`config.mk`:
```
export PLATFORM = sky130hd
export DESIGN_NAME = nvm_prot_ctrl
export DESIGN_NICKNAME = d
export VERILOG_FILES = /design/src/rtl/nvm_prot_pkg.sv /design/src/rtl/nvm_prot_reg.sv /design/src/rtl/nvm_prot_check.sv /design/src/rtl/nvm_viol_flag.sv /design/src/rtl/nvm_prot_ctrl.sv
export SDC_FILE = /design/constraint.sdc
export NUM_CORES = 1
export LEC_CHECK = 0
export BUFFER_PORTS_ARGS = -buffer_cell sky130_fd_sc_hd__buf_2
export CAP_MARGIN = 20
export CORE_UTILIZATION = 41
export DETAILED_ROUTE_END_ITERATION = 10
export HOLD_SLACK_MARGIN = 0.06
export PLACE_DENSITY = 0.71
export SYNTH_ARGS = -nofsm -noshare
export SYNTH_HDL_FRONTEND = slang
export SYNTH_SLANG_ARGS = --single-unit
```
`constraint.sdc`:
```
create_clock -name clk -period 9.5 [get_ports clk]
set_input_delay 0.475 -clock clk [delete_from_list [all_inputs] [get_ports clk]]
set_output_delay 0.475 -clock clk [all_outputs]
set_load 0.01 [all_outputs]
```
`src/rtl/nvm_prot_pkg.sv`:
```
package nvm_prot_pkg;

    typedef struct packed {
        logic       open_en;
        logic [2:0] rsvd;
        logic       range_off;
        logic [2:0] win_code;
    } prot_reg_t;

    typedef enum logic [1:0] {
        OP_PROG  = 2'd0,
        OP_SECT  = 2'd1,
        OP_MASS  = 2'd2,
        OP_MASS2 = 2'd3
    } cmd_op_e;

    function automatic logic is_mass(input logic [1:0] op);
        return op[1];
    endfunction

endpackage

```
`src/rtl/nvm_prot_reg.sv`:
```
module nvm_prot_reg
    import nvm_prot_pkg::*;
(
    input  logic       clk,
    input  logic       rst,
    input  logic [7:0] cfg_byte,
    input  logic       wr_en,
    input  logic [7:0] wdata,
    output prot_reg_t  cur
);
    prot_reg_t wr_view;
    prot_reg_t nxt;

    always_comb begin
        wr_view       = prot_reg_t'(wdata);
        nxt.open_en   = cur.open_en & wr_view.open_en;
        nxt.range_off = cur.range_off & wr_view.range_off;
        nxt.rsvd      = cur.rsvd;
        nxt.win_code  = cur.range_off ? wr_view.win_code : cur.win_code;
    end

    always_ff @(posedge clk) begin
        if (rst)        cur <= prot_reg_t'(cfg_byte);
        else if (wr_en) cur <= nxt;
    end


    open_no_rise_chk: assert property (@(posedge clk) disable iff (rst)
        $rose(cur.open_en) |-> $past(rst));

    roff_no_rise_chk: assert property (@(posedge clk) disable iff (rst)
        $rose(cur.range_off) |-> $past(rst));

    code_frozen_chk: assert property (@(posedge clk) disable iff (rst)
        (!$past(rst) && !$past(cur.range_off)) |-> $stable(cur.win_code));

    rsvd_hold_chk: assert property (@(posedge clk) disable iff (rst)
        !$past(rst) |-> $stable(cur.rsvd));
endmodule

```
`src/rtl/nvm_prot_check.sv`:
```
module nvm_prot_check
    import nvm_prot_pkg::*;
#(
    parameter int ADDR_W       = 12,
    parameter int MIN_WIN_LOG2 = 6
) (
    input  logic              open_en,
    input  logic              range_off,
    input  logic [2:0]        win_code,
    input  logic              cmd_valid,
    input  logic [1:0]        cmd_op,
    input  logic [ADDR_W-1:0] cmd_addr,
    output logic              grant,
    output logic              deny
);
    localparam int MEM_BYTES = 1 << ADDR_W;

    int          win_log2;
    logic [ADDR_W:0] win_start;
    logic        in_window;
    logic        allowed;

    always_comb begin
        win_log2 = MIN_WIN_LOG2 + int'(win_code);
        if (win_log2 >= ADDR_W)
            win_start = '0;
        else
            win_start = (ADDR_W+1)'(MEM_BYTES - (1 << win_log2));
        in_window = {1'b0, cmd_addr} >= win_start;

        if (is_mass(cmd_op))
            allowed = open_en & range_off;
        else if (!open_en)
            allowed = 1'b0;
        else if (range_off)
            allowed = 1'b1;
        else
            allowed = !in_window;

        grant = cmd_valid & allowed;
        deny  = cmd_valid & !allowed;
    end
endmodule

```
`src/rtl/nvm_viol_flag.sv`:
```
module nvm_viol_flag (
    input  logic clk,
    input  logic rst,
    input  logic set_req,
    input  logic clr_req,
    output logic flag
);
    always_ff @(posedge clk) begin
        if (rst)          flag <= 1'b0;
        else if (set_req) flag <= 1'b1;
        else if (clr_req) flag <= 1'b0;
    end


    viol_set_chk: assert property (@(posedge clk) disable iff (rst)
        set_req |=> flag);

    viol_sticky_chk: assert property (@(posedge clk) disable iff (rst)
        (flag && !clr_req) |=> flag);
endmodule

```
`src/rtl/nvm_prot_ctrl.sv`:
```
module nvm_prot_ctrl
    import nvm_prot_pkg::*;
#(
    parameter int ADDR_W       = 12,
    parameter int MIN_WIN_LOG2 = 6
) (
    input  logic              clk,
    input  logic              rst,
    input  logic [7:0]        cfg_byte,
    input  logic              reg_wr,
    input  logic [7:0]        reg_wdata,
    output logic [7:0]        reg_rdata,
    input  logic              stat_wr,
    input  logic              stat_wd,
    input  logic              cmd_valid,
    input  logic [1:0]        cmd_op,
    input  logic [ADDR_W-1:0] cmd_addr,
    output logic              cmd_grant,
    output logic              cmd_deny,
    output logic              viol
);
    prot_reg_t cur;

    nvm_prot_reg u_reg (
        .clk      (clk),
        .rst      (rst),
        .cfg_byte (cfg_byte),
        .wr_en    (reg_wr),
        .wdata    (reg_wdata),
        .cur      (cur)
    );

    nvm_prot_check #(
        .ADDR_W       (ADDR_W),
        .MIN_WIN_LOG2 (MIN_WIN_LOG2)
    ) u_check (
        .open_en   (cur.open_en),
        .range_off (cur.range_off),
        .win_code  (cur.win_code),
        .cmd_valid (cmd_valid),
        .cmd_op    (cmd_op),
        .cmd_addr  (cmd_addr),
        .grant     (cmd_grant),
        .deny      (cmd_deny)
    );

    nvm_viol_flag u_flag (
        .clk     (clk),
        .rst     (rst),
        .set_req (cmd_deny),
        .clr_req (stat_wr & stat_wd),
        .flag    (viol)
    );

    assign reg_rdata = cur;


    grant_deny_excl_chk: assert property (@(posedge clk) disable iff (rst)
        $countones({cmd_grant, cmd_deny}) == (cmd_valid ? 1 : 0));

    closed_denies_chk: assert property (@(posedge clk) disable iff (rst)
        (cmd_valid && !reg_rdata[7]) |-> cmd_deny);

    mass_needs_open_chk: assert property (@(posedge clk) disable iff (rst)
        (cmd_grant && cmd_op[1]) |-> (reg_rdata[7] && reg_rdata[3]));

    fully_open_grants_chk: assert property (@(posedge clk) disable iff (rst)
        (cmd_valid && !cmd_op[1] && reg_rdata[7] && reg_rdata[3]) |-> cmd_grant);
endmodule

```
Yosys cells after proc, flatten, opt, wreduce, memory -nomap -nowiden
Index checks and enable logic that the tools add are counted.

Mux-type cells: 9. Bitwise operators: 6. Shift operators: 1. $lt $le $gt $ge: 2. Reduce and logical (&&, ||, !) cells: 6. $add $sub $neg: 2.

Operators by type and width (count): >= comparator 32 x 5 -> 1 bit, second input constant (1); << shifter 1 x 32 -> 13 bit, first input constant (1); 2-to-1 mux 8 bit (2); >= comparator 12 x 13 -> 1 bit (1); 2-to-1 mux 13 bit (1); subtractor 13 bit, first input constant (1); AND 1 bit (6); nonzero test 2 bit (3); 2-to-1 mux 1 bit (5); adder 3 x 3 -> 4 bit, first input constant (1); 2-to-1 mux 3 bit (1); logical NOT 1 bit (2); AND reduction 2 bit (1).

Output and inout port bits: 11. Input port bits: 36. Register bits after elaboration: 9.

Depth between registers and ports, before layout
Depth in word-level cells: 12. Mapped depth: 15. Mapped depth without buffers: 13.

Cells and area by module
From an unflattened synthesis, not the netlist that was laid out.

Cells, all modules: 119. Area total of the unflattened synthesis: 1078.5 um^2.

By module, submodules not included: nvm_prot_check (area an instance 681.9 um^2, times used 1, cells an instance 91); nvm_prot_reg (area an instance 351.6 um^2, times used 1, cells an instance 23); nvm_viol_flag (area an instance 38.8 um^2, times used 1, cells an instance 4); nvm_prot_ctrl (area an instance 6.3 um^2, times used 1, cells an instance 1).

Worst setup path before layout
Ideal clock, no wire load.

Kind: register to output. Start: register u_reg.cur[1] (netlist name). End: output cmd_deny. Data arrival time: 3.313 ns. Setup slack: 5.712 ns. Required time: 9.025 ns. Stages on the path, launching flop included: 16. Path buffers: 2. Path through: edfxtp_1 > inv_1 > ha_1 > buf_4 > nand4_1 > ha_1 > clkbuf_1 > nor3_1 > a21oi_1 > o31ai_1 > ha_1 > a21oi_1 > o21ai_0 > a2111oi_4 > o221ai_1 > and2_1.

Longest elaborated chain between the ends: 11. Elaborated cells between the ends (all ways): 12. Those cells by class: add/sub: 2; order compare: 2; shift: 1; mux: 4; bitwise: 1; reduce/logical: 2.

RTL lines: adder 3 x 3 -> 4 bit (*) (RTL line nvm_prot_check.sv:24) `win_log2 = MIN_WIN_LOG2 + int'(win_code);`; << shifter 1 x 32 -> 13 bit (RTL line nvm_prot_check.sv:28) `win_start = (ADDR_W+1)'(MEM_BYTES - (1 << win_log2));`; subtractor 13 bit (RTL line nvm_prot_check.sv:28); 2-to-1 mux 13 bit (*) (RTL line nvm_prot_check.sv:25) `if (win_log2 >= ADDR_W)`; >= comparator 12 x 13 -> 1 bit (*) (RTL line nvm_prot_check.sv:29) `in_window = {1'b0, cmd_addr} >= win_start;`; logical NOT 1 bit (*) (RTL line nvm_prot_check.sv:38) `allowed = !in_window;`; 2-to-1 mux 1 bit (*) (RTL line nvm_prot_check.sv:35) `else if (range_off)`; 2-to-1 mux 1 bit (*) (RTL line nvm_prot_check.sv:33) `else if (!open_en)`; 2-to-1 mux 1 bit (*) (RTL line nvm_prot_check.sv:31) `if (is_mass(cmd_op))`; logical NOT 1 bit (*) (RTL line nvm_prot_check.sv:41) `deny = cmd_valid & !allowed;`; AND 1 bit (*) (RTL line nvm_prot_check.sv:41); to (decl) (RTL line nvm_prot_ctrl.sv:19) `output logic cmd_deny,`.

Every way passes the cells marked *; elsewhere a longest branch is shown, timed or not.

Worst setup path after layout
Start: register u_reg.cur[1] (netlist name). End: output cmd_deny.

Longest elaborated chain between the ends: 11. Elaborated cells between the ends (all ways): 12. Those cells by class: add/sub: 2; order compare: 2; shift: 1; mux: 4; bitwise: 1; reduce/logical: 2.

RTL lines (RTL line): adder 3 x 3 -> 4 bit (*) (nvm_prot_check.sv:24); << shifter 1 x 32 -> 13 bit (nvm_prot_check.sv:28); subtractor 13 bit (nvm_prot_check.sv:28); 2-to-1 mux 13 bit (*) (nvm_prot_check.sv:25); >= comparator 12 x 13 -> 1 bit (*) (nvm_prot_check.sv:29); logical NOT 1 bit (*) (nvm_prot_check.sv:38); 2-to-1 mux 1 bit (*) (nvm_prot_check.sv:35); 2-to-1 mux 1 bit (*) (nvm_prot_check.sv:33); 2-to-1 mux 1 bit (*) (nvm_prot_check.sv:31); logical NOT 1 bit (*) (nvm_prot_check.sv:41); AND 1 bit (*) (nvm_prot_check.sv:41).

Marks and branches as above.

==> flow_summary.yaml <==
run_status:
  status: "completed"
pwr:
  leakage_uw: 0.000610
  p_total_uw: 136
  powerDensity_nw_per_um2: 108
  irDropWorstVdd_v: 0.0000713
setup_path:
  cp-endpoint: "cmd_deny"
  rr_endpoint: "u_flag.flag"
  worstPathRequired_ps: 9030
  crit_chain: "inv_1 -> ha_1 -> nand4_1 -> ha_1 -> nor3_1 -> a21oi_1 -> o31ai_1 -> ha_1 -> a21oi_1 -> o21ai_0 -> a2111oi_4 -> o221ai_1 -> and2_1 -> buf_2"
  reg2reg_depth: 13
  regToRegSetupSlack_ps: 5860
  path_class: "reg2out"
  critical-path-top-delay-family: "compound AO/OA/AOI/OAI gates"
  cp-end-kind: "output pin"
  crit_path_top_delay_cell: "edfxtp_1"
  cp-start-kind: "flop"
  critical_path_buf_inv_count: 2
  crit_top_cell: "ha_1"
  crit_start: "u_reg.cur[1]"
  crit_path_max_incr_delay_ps: 570
  rr_startpoint: "u_reg.cur[1]"
  crit_cells: 14
  path_max_fanout: 12
  cp.arrival_ps: 3980
timing:
  period_share_pct: 46.9
  skew_ps: 0.706
  setup_violations: 0
  fin_crit_ps: 4460
  rsz0062_at_grt: "no"
  finalSetupTns_ps: 0
  relSlewSlack_pct: 63.8
  worstMarginPinSlew_ps: 542
  hold_viol: 0
  drv_slew: 0
  max_freq_mhz: 224
floorplan:
  die_area_sq_um: 2730
  start_util_pct: 45.2
  die_w_microns: 52.3
  rows: 17
  core_area_sq_um: 2300
  die_h_microns: 52.3
  io_pins: 47
drt:
  drc: 0
  drtIter0Drc: 20
  vias_per_cell: 5.16
  wl_per_cell_microns: 11.3
  routed_wl_mm: 2.06
  ant_nets: 0
  vias: 944
  first_pass_iters: 4
synth:
  yosysSeqAreaShare_pct: 25.1
  synth_top_cell_by_area: "edfxtp_1"
  syn_area_sq_um: 1040
  netlist_instances: 116
  synth_area_leaders: "edfxtp_1, ha_1, nand2_1, o21ai_0, a21oi_1"
  yosys_warnings: 0
  synth_edf_count: 8
  ys_async_sr_fraction_pct: 0
  synth_cell_types: 35
  ys.flop_type: "edfxtp_1"
  synthesis.nets: 170
  syn_avg_cell_area_sq_um: 8.94
  yosys_register_bits: 9
  synth_top_area_share_pct: 23.2
placement:
  dpl-instance-area_sq_um: 1240
  hpwl_mm: 1.71
  place.gp.congestion: 0.822
  portBuffers: 42
global_route:
  grt_pass1_vias: 841
  track_usage_pct: 16.9
  overflow: 0
  grt_first_pass_wirelength_mm: 3.40
  grt_start_max_net_pins: 16
  antenna_found_initial: 0
clock_network:
  ctsHtreeMaxLevel: 1
  clock_path_buffers: 2
  clk_pin_slew_ps: 60
  ctsHoldBuffers: 0
  cts_setup_buffers: 0
  clkSinkCount: 9
  cts_resized: 0
  tritoncts: "done"
  root_buffer: "clkbuf_4"
  clkLatencyLatePin_ps: 260
  cts_made_buffers: 3
cells_and_area:
  seqCellArea_sq_um: 260
  drive_above_1_share_pct: 33.5
  num-fill-cells: 216
  stdcell_area_sq_um: 1260
  fin_nets: 210
  multiInputGateArea_sq_um: 704
  num_antenna_cells: 0
  final_cell_mix: "buf_2, ha_1, nand2_1, o21ai_0, edfxtp_1"
  syn_to_final_growth_pct: 21.7
  fin_util_pct: 55.0
  layout_commonest_cell: "buf_2"
run:
  cap_violations: 0
hold_path:
  holdCritPathClass: "in2reg"
[cell type report]
cell class                 count  share of cell area, %
timing repair buffer          42                   16.7
multi-input combinational     93                   55.8
tap                           28                   2.78
sequential                     9                   20.6
clock buffer                   4                   2.08
inverter                       7                   2.08
[power by group]
group          total [uW]  internal (uW)  switching (uW)
sequential           51.1           47.2            3.91
combinational        56.1           26.4            29.8
clock                28.7           16.1            12.5
total                 136           89.7            46.2
[how the worst min path moves through the flow]
stage / depth (start not counted) / slack [ps] / to / from
finish: 2 / 500 / u_reg.cur[4] / cfg_byte[4]
global placement: 2 / 640 / u_reg.cur[7] / u_reg.cur[7]
CTS: 2 / 490 / u_reg.cur[5] / cfg_byte[5]
global route: 2 / 480 / u_reg.cur[4] / cfg_byte[4]
detailed placement: 2 / 680 / u_reg.cur[7] / u_reg.cur[7]
floorplan: 0 / 590 / u_reg.cur[4] / rst
[registers in the layout, summed over array words and instances, names as in the netlist]
name	cells
u_reg.cur	8
u_flag.flag	1
[per-layer routing]
metal | vias to the layer above | global-route usage (%) | share of wire [%]
met4 | 0 | 9.21 | 1.4
met3 | 4 | 1.74 | 3.7
met2 | 32 | 30.6 | 49
li1 | 496 | - | -
met5 | - | 0 | 0
met1 | 412 | 18.9 | 46
[kinds of logic (layout without fill, tap and decap cells)]
group,Yosys count,in the layout,synth area share (%)
AND/OR/NAND/NOR,41,41,21.1
AO/OA/AOI/OAI,28,28,19.2
adder cells (fa/ha/maj),18,18,21.7
buffers and inverters,14,53,7.00
flip-flops,9,9,25.1
multiplexers,4,4,4.22
XOR/XNOR,2,2,1.69
[synth_stat cells (all sizes together) (2+ instances only)]
cell type   n
nand2      14
mux2        3
o21ai       8
and3        2
ha         18
a21oi       8
a21o        3
nor2        7
inv         7
edfxtp      8
o211ai      3
clkbuf      2
nor3        2
nor2b       3
and2        4
nand3       4
buf         5
[per-stage QoR]
stage | cells | setup slack (ps) | hold WS, ps
6_report | 183 | 5040 | 498
5_1_grt | 183 | 4650 | 484
4_1_cts | 183 | 5040 | 495
3_5_place_dp | 179 | 5340 | 680
3_3_place_gp | 179 | 5430 | 641
2_1_floorplan | 116 | 5710 | 587
Power figures use the tool's default switching activity.
